File: src/rtl/i2cm_pkg.sv
package i2cm_pkg;
   localparam logic [1:0] RA_DATA = 2'd0;
   localparam logic [1:0] RA_CTL  = 2'd1;
   localparam logic [1:0] RA_STAT = 2'd2;
   localparam logic [1:0] RA_CLK  = 2'd3;

   localparam int CTL_AAK   = 2;
   localparam int CTL_IFLG  = 3;
   localparam int CTL_STP   = 4;
   localparam int CTL_STA   = 5;
   localparam int CTL_ENAB  = 6;
   localparam int CTL_CLKEN = 7;

   localparam logic [7:0] SC_START  = 8'h08;
   localparam logic [7:0] SC_RSTART = 8'h10;
   localparam logic [7:0] SC_AW_ACK = 8'h18;
   localparam logic [7:0] SC_AW_NAK = 8'h20;
   localparam logic [7:0] SC_DW_ACK = 8'h28;
   localparam logic [7:0] SC_DW_NAK = 8'h30;
   localparam logic [7:0] SC_ARB    = 8'h38;
   localparam logic [7:0] SC_AR_ACK = 8'h40;
   localparam logic [7:0] SC_AR_NAK = 8'h48;
   localparam logic [7:0] SC_DR_ACK = 8'h50;
   localparam logic [7:0] SC_DR_NAK = 8'h58;
   localparam logic [7:0] SC_IDLE   = 8'hF8;

   typedef enum logic [1:0] {BC_START, BC_STOP, BC_BIT} bitcmd_e;
   typedef enum logic [2:0] {S_IDLE, S_HOLD, S_START, S_BYTE, S_STOP} mstate_e;
endpackage

File: src/rtl/i2cm_tick.sv
module i2cm_tick #(
   parameter int THP   = 24,
   parameter int CNT_W = 20
) (
   input  logic       clk,
   input  logic       rst_n,
   input  logic       run,
   input  logic [3:0] m_div,
   input  logic [2:0] n_div,
   output logic       tick
);
   localparam int QBASE = 5 * (THP + 1);

   logic [CNT_W-1:0] base, limit, cnt;

   assign base  = CNT_W'((32'(m_div) + 32'd1) * 32'(QBASE));
   assign limit = base << n_div;
   assign tick  = run && (cnt == limit - CNT_W'(1));

   always_ff @(posedge clk or negedge rst_n) begin
      if (!rst_n)    cnt <= '0;
      else if (!run) cnt <= '0;
      else if (tick) cnt <= '0;
      else           cnt <= cnt + CNT_W'(1);
   end
endmodule

File: src/rtl/i2cm_bitseq.sv
module i2cm_bitseq
   import i2cm_pkg::*;
#(
   parameter int SYNC_STAGES = 2
) (
   input  logic    clk,
   input  logic    rst_n,
   input  logic    flush,
   input  logic    tick,
   input  logic    go,
   input  bitcmd_e cmd,
   input  logic    tx_bit,
   input  logic    arb_en,
   input  logic    sda_in,
   output logic    busy,
   output logic    done,
   output logic    rx_bit,
   output logic    arb_lost,
   output logic    scl_lo,
   output logic    sda_lo
);
   logic    sda_s;
   logic [1:0] phase;
   bitcmd_e cmd_q;
   logic    tx_q, arb_q;

   generate
      if (SYNC_STAGES == 0) begin : g_nosync
         assign sda_s = sda_in;
      end else begin : g_sync
         logic [SYNC_STAGES-1:0] chain;
         always_ff @(posedge clk or negedge rst_n) begin
            if (!rst_n) chain <= '1;
            else        chain <= {chain[SYNC_STAGES-2:0], sda_in};
         end
         assign sda_s = chain[SYNC_STAGES-1];
      end
   endgenerate

   always_ff @(posedge clk or negedge rst_n) begin
      if (!rst_n) begin
         busy <= 1'b0; done <= 1'b0; rx_bit <= 1'b0; arb_lost <= 1'b0;
         scl_lo <= 1'b0; sda_lo <= 1'b0; phase <= 2'd0;
         cmd_q <= BC_BIT; tx_q <= 1'b1; arb_q <= 1'b0;
      end else begin
         done     <= 1'b0;
         arb_lost <= 1'b0;
         if (flush) begin
            busy <= 1'b0; scl_lo <= 1'b0; sda_lo <= 1'b0; phase <= 2'd0;
         end else if (go && !busy) begin
            busy <= 1'b1; phase <= 2'd0;
            cmd_q <= cmd; tx_q <= tx_bit; arb_q <= arb_en;
         end else if (busy && tick) begin
            phase <= phase + 2'd1;
            unique case (cmd_q)
               BC_START: case (phase)
                  2'd0: sda_lo <= 1'b0;
                  2'd1: scl_lo <= 1'b0;
                  2'd2: sda_lo <= 1'b1;
                  default: scl_lo <= 1'b1;
               endcase
               BC_STOP: case (phase)
                  2'd0: sda_lo <= 1'b1;
                  2'd1: scl_lo <= 1'b0;
                  2'd2: sda_lo <= 1'b0;
                  default: ;
               endcase
               default: case (phase)
                  2'd0: sda_lo <= ~tx_q;
                  2'd1: scl_lo <= 1'b0;
                  2'd2: rx_bit <= sda_s;
                  default: scl_lo <= 1'b1;
               endcase
            endcase
            if (phase == 2'd3) begin
               busy <= 1'b0; done <= 1'b1;
            end
            if (cmd_q == BC_BIT && phase == 2'd2 && arb_q && tx_q && !sda_s) begin
               busy <= 1'b0; done <= 1'b1; arb_lost <= 1'b1;
               scl_lo <= 1'b0; sda_lo <= 1'b0;
            end
         end
      end
   end
endmodule

File: src/rtl/i2c_byte_master.sv
module i2c_byte_master
   import i2cm_pkg::*;
#(
   parameter int THP         = 24,
   parameter int CNT_W       = 20,
   parameter int SYNC_STAGES = 2
) (
   input  logic       clk,
   input  logic       rst_n,
   input  logic       reg_wr,
   input  logic [1:0] reg_addr,
   input  logic [7:0] reg_wdata,
   output logic [7:0] reg_rdata,
   output logic       irq_o,
   output logic       scl_drive_lo,
   output logic       sda_drive_lo,
   input  logic       sda_in
);
   localparam int QMAX = 5 * 16 * (THP + 1) * 128;

   generate
      if (THP < 1) begin : g_bad_thp
         $error("THP must be at least 1");
      end
      if (CNT_W < $clog2(QMAX + 1)) begin : g_bad_cnt
         $error("CNT_W too small for the largest divider setting");
      end
      if (SYNC_STAGES == 1) begin : g_bad_sync
         $error("SYNC_STAGES must be 0 or at least 2");
      end
   endgenerate

   mstate_e    state;
   logic       aak_q, iflg_q, stp_q, sta_q, enab_q, clken_q;
   logic [7:0] data_q, stat_q, shift_q;
   logic [3:0] m_q, bitcnt_q;
   logic [2:0] n_q;
   logic       kick_q, rx_mode_q, addr_ph_q, rstart_q, go_q;
   logic       ctl_wr, disable_wr, run, tick, bus_free;
   logic       seq_busy, seq_done, seq_rx, seq_arb;
   bitcmd_e    cmd;
   logic       tx_bit, arb_en;

   assign ctl_wr     = reg_wr && (reg_addr == RA_CTL);
   assign disable_wr = ctl_wr && !reg_wdata[CTL_ENAB];
   assign run        = (state == S_START) || (state == S_BYTE) || (state == S_STOP);
   assign bus_free   = (state == S_IDLE);
   assign irq_o      = iflg_q;

   always_comb begin
      cmd    = BC_BIT;
      tx_bit = 1'b1;
      arb_en = 1'b0;
      if (state == S_START)     cmd = BC_START;
      else if (state == S_STOP) cmd = BC_STOP;
      else if (bitcnt_q < 4'd8) begin
         tx_bit = rx_mode_q ? 1'b1 : shift_q[7];
         arb_en = !rx_mode_q;
      end else begin
         tx_bit = rx_mode_q ? !aak_q : 1'b1;
      end
   end

   always_comb begin
      unique case (reg_addr)
         RA_DATA: reg_rdata = data_q;
         RA_CTL:  reg_rdata = {clken_q, enab_q, sta_q, stp_q, iflg_q, aak_q, 2'b00};
         RA_STAT: reg_rdata = stat_q;
         default: reg_rdata = {1'b0, m_q, n_q};
      endcase
   end

   i2cm_tick #(.THP(THP), .CNT_W(CNT_W)) u_tick (
      .clk(clk), .rst_n(rst_n), .run(run), .m_div(m_q), .n_div(n_q), .tick(tick)
   );

   i2cm_bitseq #(.SYNC_STAGES(SYNC_STAGES)) u_seq (
      .clk(clk), .rst_n(rst_n), .flush(disable_wr), .tick(tick), .go(go_q),
      .cmd(cmd), .tx_bit(tx_bit), .arb_en(arb_en), .sda_in(sda_in),
      .busy(seq_busy), .done(seq_done), .rx_bit(seq_rx), .arb_lost(seq_arb),
      .scl_lo(scl_drive_lo), .sda_lo(sda_drive_lo)
   );

   always_ff @(posedge clk or negedge rst_n) begin
      if (!rst_n) begin
         state <= S_IDLE;
         {aak_q, iflg_q, stp_q, sta_q, enab_q, clken_q} <= '0;
         data_q <= '0; stat_q <= SC_IDLE; shift_q <= '0;
         m_q <= '0; n_q <= '0; bitcnt_q <= '0;
         kick_q <= 1'b0; rx_mode_q <= 1'b0; addr_ph_q <= 1'b0;
         rstart_q <= 1'b0; go_q <= 1'b0;
      end else begin
         go_q <= 1'b0;
         if (reg_wr && reg_addr == RA_DATA) data_q <= reg_wdata;
         if (reg_wr && reg_addr == RA_CLK)  {m_q, n_q} <= reg_wdata[6:0];
         if (ctl_wr) begin
            aak_q   <= reg_wdata[CTL_AAK];
            stp_q   <= reg_wdata[CTL_STP];
            sta_q   <= reg_wdata[CTL_STA];
            enab_q  <= reg_wdata[CTL_ENAB];
            clken_q <= reg_wdata[CTL_CLKEN];
            if (!reg_wdata[CTL_IFLG]) iflg_q <= 1'b0;
            kick_q  <= 1'b1;
         end
         if (disable_wr) begin
            state <= S_IDLE; stat_q <= SC_IDLE; rx_mode_q <= 1'b0; kick_q <= 1'b0;
         end else begin
            unique case (state)
               S_IDLE, S_HOLD: if (kick_q) begin
                  kick_q <= 1'b0;
                  if (enab_q && !iflg_q) begin
                     if (sta_q) begin
                        state <= S_START; rstart_q <= (state == S_HOLD); go_q <= 1'b1;
                     end else if (stp_q) begin
                        if (state == S_HOLD) begin
                           state <= S_STOP; go_q <= 1'b1;
                        end else stp_q <= 1'b0;
                     end else if (state == S_HOLD) begin
                        state <= S_BYTE; bitcnt_q <= '0; shift_q <= data_q; go_q <= 1'b1;
                     end
                  end
               end
               S_START: if (seq_done) begin
                  stat_q <= rstart_q ? SC_RSTART : SC_START;
                  state <= S_HOLD; addr_ph_q <= 1'b1; rx_mode_q <= 1'b0;
                  sta_q <= 1'b0; iflg_q <= 1'b1;
               end
               S_STOP: if (seq_done) begin
                  stat_q <= SC_IDLE; stp_q <= 1'b0; state <= S_IDLE; rx_mode_q <= 1'b0;
               end
               default: if (seq_done) begin
                  if (seq_arb) begin
                     stat_q <= SC_ARB; state <= S_IDLE; iflg_q <= 1'b1;
                     rx_mode_q <= 1'b0; addr_ph_q <= 1'b0;
                  end else if (bitcnt_q < 4'd8) begin
                     shift_q <= {shift_q[6:0], seq_rx};
                     bitcnt_q <= bitcnt_q + 4'd1;
                     go_q <= 1'b1;
                  end else begin
                     iflg_q <= 1'b1; state <= S_HOLD;
                     if (rx_mode_q) begin
                        data_q <= shift_q;
                        stat_q <= aak_q ? SC_DR_ACK : SC_DR_NAK;
                     end else if (addr_ph_q) begin
                        addr_ph_q <= 1'b0;
                        rx_mode_q <= data_q[0] && !seq_rx;
                        if (data_q[0]) stat_q <= seq_rx ? SC_AR_NAK : SC_AR_ACK;
                        else           stat_q <= seq_rx ? SC_AW_NAK : SC_AW_ACK;
                     end else begin
                        stat_q <= seq_rx ? SC_DW_NAK : SC_DW_ACK;
                     end
                  end
               end
            endcase
         end
      end
   end

   logic unused_busy;
   assign unused_busy = seq_busy;
endmodule

File: config.mk
export PLATFORM = sky130hd
export DESIGN_NAME = i2c_byte_master
export DESIGN_NICKNAME = d
export VERILOG_FILES = /design/src/rtl/i2cm_pkg.sv /design/src/rtl/i2cm_tick.sv /design/src/rtl/i2cm_bitseq.sv /design/src/rtl/i2c_byte_master.sv
export SDC_FILE = /design/constraint.sdc
export NUM_CORES = 1
export LEC_CHECK = 0
export ABC_CLOCK_PERIOD_IN_PS = 10320
export BUFFER_PORTS_ARGS = -buffer_cell sky130_fd_sc_hd__buf_2
export CAP_MARGIN = 20
export CORE_UTILIZATION = 30
export DETAILED_ROUTE_END_ITERATION = 10
export GPL_TIMING_DRIVEN = 0
export MAX_ROUTING_LAYER = met4
export PLACE_DENSITY_LB_ADDON = 0.2
export SYNTH_ARGS = -nofsm -noshare
export SYNTH_HDL_FRONTEND = slang
export SYNTH_SLANG_ARGS = --single-unit
File: constraint.sdc
create_clock -name clk -period 10.32 [get_ports clk]
set_input_delay 0 -clock clk [delete_from_list [all_inputs] [get_ports clk]]
set_output_delay 0 -clock clk [all_outputs]
set_load 0.1 [all_outputs]
## Word level (Yosys, flattened, before mapping)

Cells that the tools add are included.

| word-level totals | value |
|---|---|
| word-level logic and storage cells | 276 |
| flip-flop bits (word level) | 83 |
| input bits | 14 |
| output and inout port bits | 11 |

| cells by class | value |
|---|---|
| bitwise gates (word level) | 6 |
| equality and inequality tests | 35 |
| add/sub/neg operators | 5 |
| multiply operators | 1 |
| order comparisons | 1 |
| reductions and logical operators | 51 |
| shift operators | 1 |
| muxes and demuxes | 146 |

Operators by type and width:

| operator | count |
|---|---|
| 2-to-1 mux 8 bit | 23 |
| 2-to-1 mux 1 bit | 76 |
| case mux 8 bit (3 select lines) | 2 |
| 2-to-1 mux 20 bit | 2 |
| 2-to-1 mux 4 bit | 10 |
| 2-to-1 mux 3 bit | 12 |
| multiplier 32 x 7 -> 20 bit (second input constant) | 1 |
| adder 20 x 1 -> 20 bit (second input constant) | 1 |
| equality test 20 bit | 1 |
| AND reduction 5 bit | 4 |
| left shift 20 x 3 -> 20 bit | 1 |
| subtractor 20 x 1 -> 20 bit (second input constant) | 1 |
| case mux 1 bit (2 select lines) | 9 |
| != test 2 bit (second input constant) | 8 |
| case mux 8 bit (2 select lines) | 1 |
| logical AND 1 bit | 13 |
| equality test 2 bit (second input constant) | 5 |
| 2-to-1 mux 2 bit | 5 |
| 2-to-1 mux 5 bit | 2 |
| != test 5 x 2 -> 1 bit (second input constant) | 2 |
| AND reduction 10 bit | 1 |
| != test 3 x 2 -> 1 bit (second input constant) | 3 |
| case mux 3 bit (3 select lines) | 1 |
| != test 4 x 3 -> 1 bit (second input constant) | 2 |
| 33 further kinds | 60 |

## Logic depth before layout (Yosys ltp)

| logic depth | value |
|---|---|
| depth after elaboration | 10 |
| gate-level depth with buffers | 24 |
| depth with buffers taken out | 20 |

## Hierarchy

Synthesis repeated with hierarchy kept, for this count alone.

| second synthesis, totals | value |
|---|---|
| cells, all modules | 754 |
| area total of the unflattened synthesis | 6799.0 µm² |

By module, submodules not included:

| module | seq. area each (µm²) | cells an instance | times used | area an instance (µm²) |
|---|---|---|---|---|
| i2cm_tick | 500.5 | 425 | 1 | 3419.5 |
| i2c_byte_master | 1157.4 | 267 | 1 | 2705.1 |
| i2cm_bitseq | 355.3 | 62 | 1 | 674.4 |

## Least setup slack after synthesis

OpenSTA, ideal clock, no wires.

| path | value |
|---|---|
| path type | flip-flop to flip-flop |
| start point | reg m_q[0] |
| end point | reg u_seq.rx_bit |
| path slack | 4.200 ns |
| data required time | 10.192 ns |
| setup time | 0.128 ns |
| period minus slack after synthesis | 6.120 ns |
| stages on the path, launching flop included | 22 |
| arrival time | 5.992 ns |
| buffers on the path | 1 |
| cell sequence | dfrtp_1 clkbuf_1 nand3_1 xor2_1 inv_1 fa_1 inv_1 fa_1 inv_1 ha_1 ha_1 a21o_1 a221oi_2 xnor2_1 o22ai_1 o32a_4 or4_1 nor4_1 a211oi_1 and2_4 nor4_1 mux2_1 |

| on the way | value |
|---|---|
| word-level cells in the longest chain between the ends | 8 |

Ends and longest elaborated chain:

| item | RTL line | source |
|---|---|---|
| from (decl) | i2c_byte_master.sv:36 | `logic [3:0] m_q, bitcnt_q;` |
| from (signal assigned) | i2c_byte_master.sv:95 | `if (reg_wr && reg_addr == RA_CLK) {m_q, n_q} <= reg_wdata[6:0];` |
| adder 4 x 1 -> 5 bit | i2cm_tick.sv:16 | `assign base = CNT_W'((32'(m_div) + 32'd1) * 32'(QBASE));` |
| multiplier 32 x 7 -> 20 bit | i2cm_tick.sv:16 |  |
| left shift 20 x 3 -> 20 bit | i2cm_tick.sv:17 | `assign limit = base << n_div;` |
| subtractor 20 x 1 -> 20 bit | i2cm_tick.sv:18 | `assign tick = run && (cnt == limit - CNT_W'(1));` |
| equality test 20 bit | i2cm_tick.sv:18 |  |
| logical AND 1 bit | i2cm_tick.sv:18 |  |
| logical AND 1 bit | i2cm_bitseq.sv:53 | `end else if (busy && tick) begin` |
| AND reduction 5 bit (no line) | -- |  |
| to (signal assigned) | i2cm_bitseq.sv:71 | `2'd2: rx_bit <= sda_s;` |
| to (decl) | i2cm_bitseq.sv:17 | `output logic rx_bit,` |

Every way passes these cells.
A chain may end at the register's enable or synchronous reset.

## Final worst setup path

Same ends and word-level chain as after synthesis.

==> summary by stage <==
Run status
The run finished with clean final reports.

Yosys
In this run the biggest area consumer among cell types represents 24.7% of the synthesized area. The number of different library cells in the post-synthesis netlist is 108. The synthesized design spends more area on one cell type than any other, namely dfrtp_1.

Synthesis produced a netlist with a net count of 872. The share of synthesized area occupied by flip-flops and latches is 28.0%. The prevailing post-synth register cell is dfrtp_1. The number of flip-flops and latches in the synthesized netlist is 80. Counting flops with an async set or reset pin after synthesis yields a share of 100%. For this run, the number of Yosys warnings is 0. Ranked by total cell area, the synthesized netlist is headed by dfrtp_1 (25%), ha_1 (5.4%), nor2_1 (4.3%). In this run the cell area of the synthesized design comes to 7180 µm². Each instance of the synthesized netlist takes up on average 8.79 µm². The count of flip-flops with a built-in enable after synthesis is 0. The count of mapped cells out of synthesis is 817.

Route
The number of detailed-route iterations in the first pass is 7. In the final routed layout, each cell accounts on average for 17.9 µm. The number of routed nets with antenna violations is 0. The total detailed-routing wirelength is 21.2 mm. The first routing iteration left 394 violations. For this block, the via count after detailed routing is 6413.

In the routed design, unresolved DRC markers number 0. In the routed layout, each cell is associated on average with a via count of 5.40.

GRT
The pin count of the biggest net entering global routing is 42. The number of antenna violations at the first check in global routing is 0. The number of global-route vias before repair is 6326. The global route total overflow is 0. The first-pass GRT wire length is 34.4 mm. The overall fraction of global-route tracks in use is 18.8%.

Critical path
Of all nets on the critical path, the largest fanout is 10. The cell count of the worst reg-to-reg path is 21. The data arrival time at the worst-slack endpoint is 7480 ps. The slowest stage of the critical path belongs to the cell a211oi_1.

The signal on the critical path passes through clkbuf_1 > nand3_1 > xor2_1 > inv_1 > fa_1 > inv_1 > fa_1 > inv_1 > ha_1 > ha_1 > a21o_1 > a221oi_2 > mux2i_1 > a21oi_1 > a211oi_1 > xnor2_1 > nor4b_1 > a2111oi_2 > nand4b_1 > nor4_1 > mux2_1. The cell seen most often among critical-path stages is inv_1. The worst setup path is launched from a flip-flop.

STA puts the critical path data required time at 10540 ps. The largest single stage delay on the critical path is 680 ps. The worst setup path is of the flip-flop to flip-flop kind. The category of the worst setup path capture point is a flip-flop.

Die
In this run the horizontal extent of the chip is 157 µm. The die covers 24600 µm². During I/O placement, the number of pins put on the boundary was 25. The effective utilization at floorplan is 30.6%. The number of rows created at floorplan is 56. The total core area is 23500 µm². The die is 157 µm tall.

Timing
The number of pins exceeding their max-slew limit in the final report is 0. Setup repair after global routing left no endpoint under its margin. The count of endpoints failing hold in the final timing report is 0.

The worst path needs 7260 ps of the cycle, external delays included. For the pin with the worst max-slew slack, the measured transition is 804 ps. The ratio of final minimum period to clock period is 70.3%.

The timing-limited maximum frequency is 138 MHz. Final hold analysis gives a worst-case slack of 152 ps. The final number of setup-violating endpoints is 0. Across the routed clock network, the largest skew measured is 9.90 ps. Headroom to the max-slew limit came out at 46.4%. The total negative slack for setup checks is 0 ps.

Layout
Summing all flip-flop and latch instances after layout gives 2010 µm². The number of antenna diodes in the final layout is 0. The utilization of the core after routing is 34.8%. After routing the design area is 8180 µm². The synthesis-to-finish area growth is 13.9%.

The number of nets in the layout is 918. Fill cells in the final layout number 2427. The share of post-route cells with drive strength above 1 is 13.9%. In the final layout, the multi-input gates occupy 4840 µm².

Placement
The half-perimeter wire length after placement is 16.5 mm. The final weighted congestion of routability-driven global placement is 0.867. Buffers placed on the I/O ports in this run total 24.

The post-placement cell area is 7720 µm².

Power
Of the total power, the share spent switching nets is 51.8%. Dividing total power by cell area gives a power density of 363 nW/µm². Per report_power, the combinational group accounts for 72.4% of the total. The relative contribution of sequential cells to total power is 14.8%. Summed over all nets, the switching power comes to 1.54 mW. The leakage dissipation is 3.45 nW. The clock network is responsible for 12.8% of the overall power. Internal power comes to 1.43 mW. The worst supply voltage drop on vdd is 152 µV.

CTS
The number of clock buffers inserted by TritonCTS is 9. TritonCTS built the clock tree. The buffer levels on the longest clock path is 2. The clock drives 80 sinks. The H-tree depth is 3. CTS placed an instance of clkbuf_16 at the clock tree root. The worst-skew pair later-pin latency is 340 ps.

The post-cts sizing count is 0. After clock tree synthesis, the clock-pin slew on the worst setup and hold paths is 70 ps.

Flow run
Across the run, the number of max-cap violations was 0.

Min path
The cell depth of the worst hold path is 4. The class of the tightest hold or removal check is input pin to flip-flop.
[worst max-delay path: cells and delay by family (launching register included)]
| family | cells | cell delay (ps) |
|---|---|---|
| fa+ha+maj | 4 | 1840 |
| compound gates | 5 | 1840 |
| simple gates | 4 | 990 |
| buf+inv | 4 | 790 |
| mux | 2 | 660 |
| xor+xnor | 2 | 600 |
| flops | 1 | 390 |
[per-stage QoR]
| stage | setup WS, ps | std cells | power (mW) |
|---|---|---|---|
| 2_1_floorplan | 4200 | 817 | 2.09 |
| 3_3_place_gp | 2990 | 1160 | 2.58 |
| 3_5_place_dp | 3040 | 1161 | 2.57 |
| 4_1_cts | 3010 | 1187 | 2.97 |
| 5_1_grt | 2550 | 1187 | 3.20 |
| 6_report | 3060 | 1187 | 2.97 |
[area by class of cell]
| type | instances | area share (%) |
|---|---|---|
| plain buffers | 43 | 2.66 |
| repair buffers | 35 | 2.97 |
| clock buffers | 10 | 2.92 |
| well taps | 319 | 4.88 |
| clock inverters | 6 | 1.41 |
| flip-flops and latches | 80 | 24.6 |
| multi-input cells | 665 | 59.2 |
| inverters | 29 | 1.33 |
[timing repair]
action / in CTS / in global routing
setup buffers: 0 / 0
setup endpoints to repair: 0 / 0
hold endpoints to repair: 48 / 0
hold buffers: 10 / 0
[registers in the layout, indices dropped and copies added (netlist names), 2 cells and up]
name,flops
u_tick.cnt,20
data_q,8
shift_q,8
stat_q,5
bitcnt_q,4
m_q,4
n_q,3
state,3
u_seq.cmd_q,2
u_seq.g_sync.chain,2
u_seq.phase,2
[cells in the mapped netlist, types with 11 or more instances]
cell,n
mux2_2,15
a21oi_1,40
clkbuf_1,25
dfrtp_1,71
o21ai_0,38
nand3_1,30
a21o_1,12
nor3_1,24
xnor2_1,26
ha_1,31
and3_1,15
nand2_1,69
mux2i_1,26
inv_1,26
xor2_1,15
a211oi_1,11
nor2_1,82
[layout by cell type, fill, tap and decap left out, drive strengths merged, types with 7 or more instances in the layout]
cell type	synthesis	final
a31oi	9	9
mux2	16	16
nand4	10	10
a21o	13	13
clkbuf	25	35
nor4	7	7
mux2i	26	26
dfstp	9	9
nor2	84	84
inv	28	29
dlygate4sd3	0	10
o21ai	45	45
nor2b	8	8
xnor2	28	28
o32ai	7	7
buf	18	43
a21oi	43	43
fa	10	10
and3	16	16
and2	10	10
o211ai	8	8
nor3	27	27
nand3	30	30
a211oi	12	12
ha	31	31
nand2b	10	10
dfrtp	71	71
xor2	15	15
o21a	7	7
nand2	69	69
[logic make-up (layout without fill, tap and decap cells)]
kind of cell	Yosys count	in the layout	share of synthesized area (%)
compound gates	226	226	24.0
mux	46	46	7.39
other cells	1	1	0.0522
simple gates	307	307	21.9
fa+ha+maj	41	41	8.19
buf+inv	72	123	4.55
flops	80	80	28.0
xor+xnor	44	44	5.92
[metal layers]
| layer | vias up | routed length [µm] | global-route usage, % |
|---|---|---|---|
| met2 | 125 | 10000 | 29.6 |
| met5 | - | 0 | - |
| li1 | 3140 | - | - |
| met1 | 3126 | 10200 | 24.8 |
| met4 | 0 | 365 | 5.79 |
| met3 | 22 | 645 | 2.52 |
[path summary, 6_finish.rpt]
kind,start,end,slack [ps]
max,m_q[0]$_DFFE_PN0P_,u_seq.rx_bit$_DFFE_PN0P_,3060
min,reg_addr[1],aak_q$_DFFE_PN0P_,150
max reg2reg,m_q[0]$_DFFE_PN0P_,u_seq.rx_bit$_DFFE_PN0P_,3060
min reg2reg,u_seq.g_sync.chain[0]$_DFF_PN1_,u_seq.g_sync.chain[1]$_DFF_PN1_,360
max in group asynchronous,rst_n,stat_q[3]$_DFFE_PN1P_,9460
min in group asynchronous,rst_n,u_seq.cmd_q[0]$_DFFE_PN0P_,180
[power by group through the flow]
stage / combinational [mW] / sequential (mW) / clock (mW)
floorplan: 1.66 / 0.425 / 0
finish: 2.15 / 0.440 / 0.380
global route: 2.35 / 0.449 / 0.404
detailed placement: 2.12 / 0.445 / 0
CTS: 2.14 / 0.440 / 0.393
global placement: 2.13 / 0.444 / 0
(Power assumes the default switching activity.)
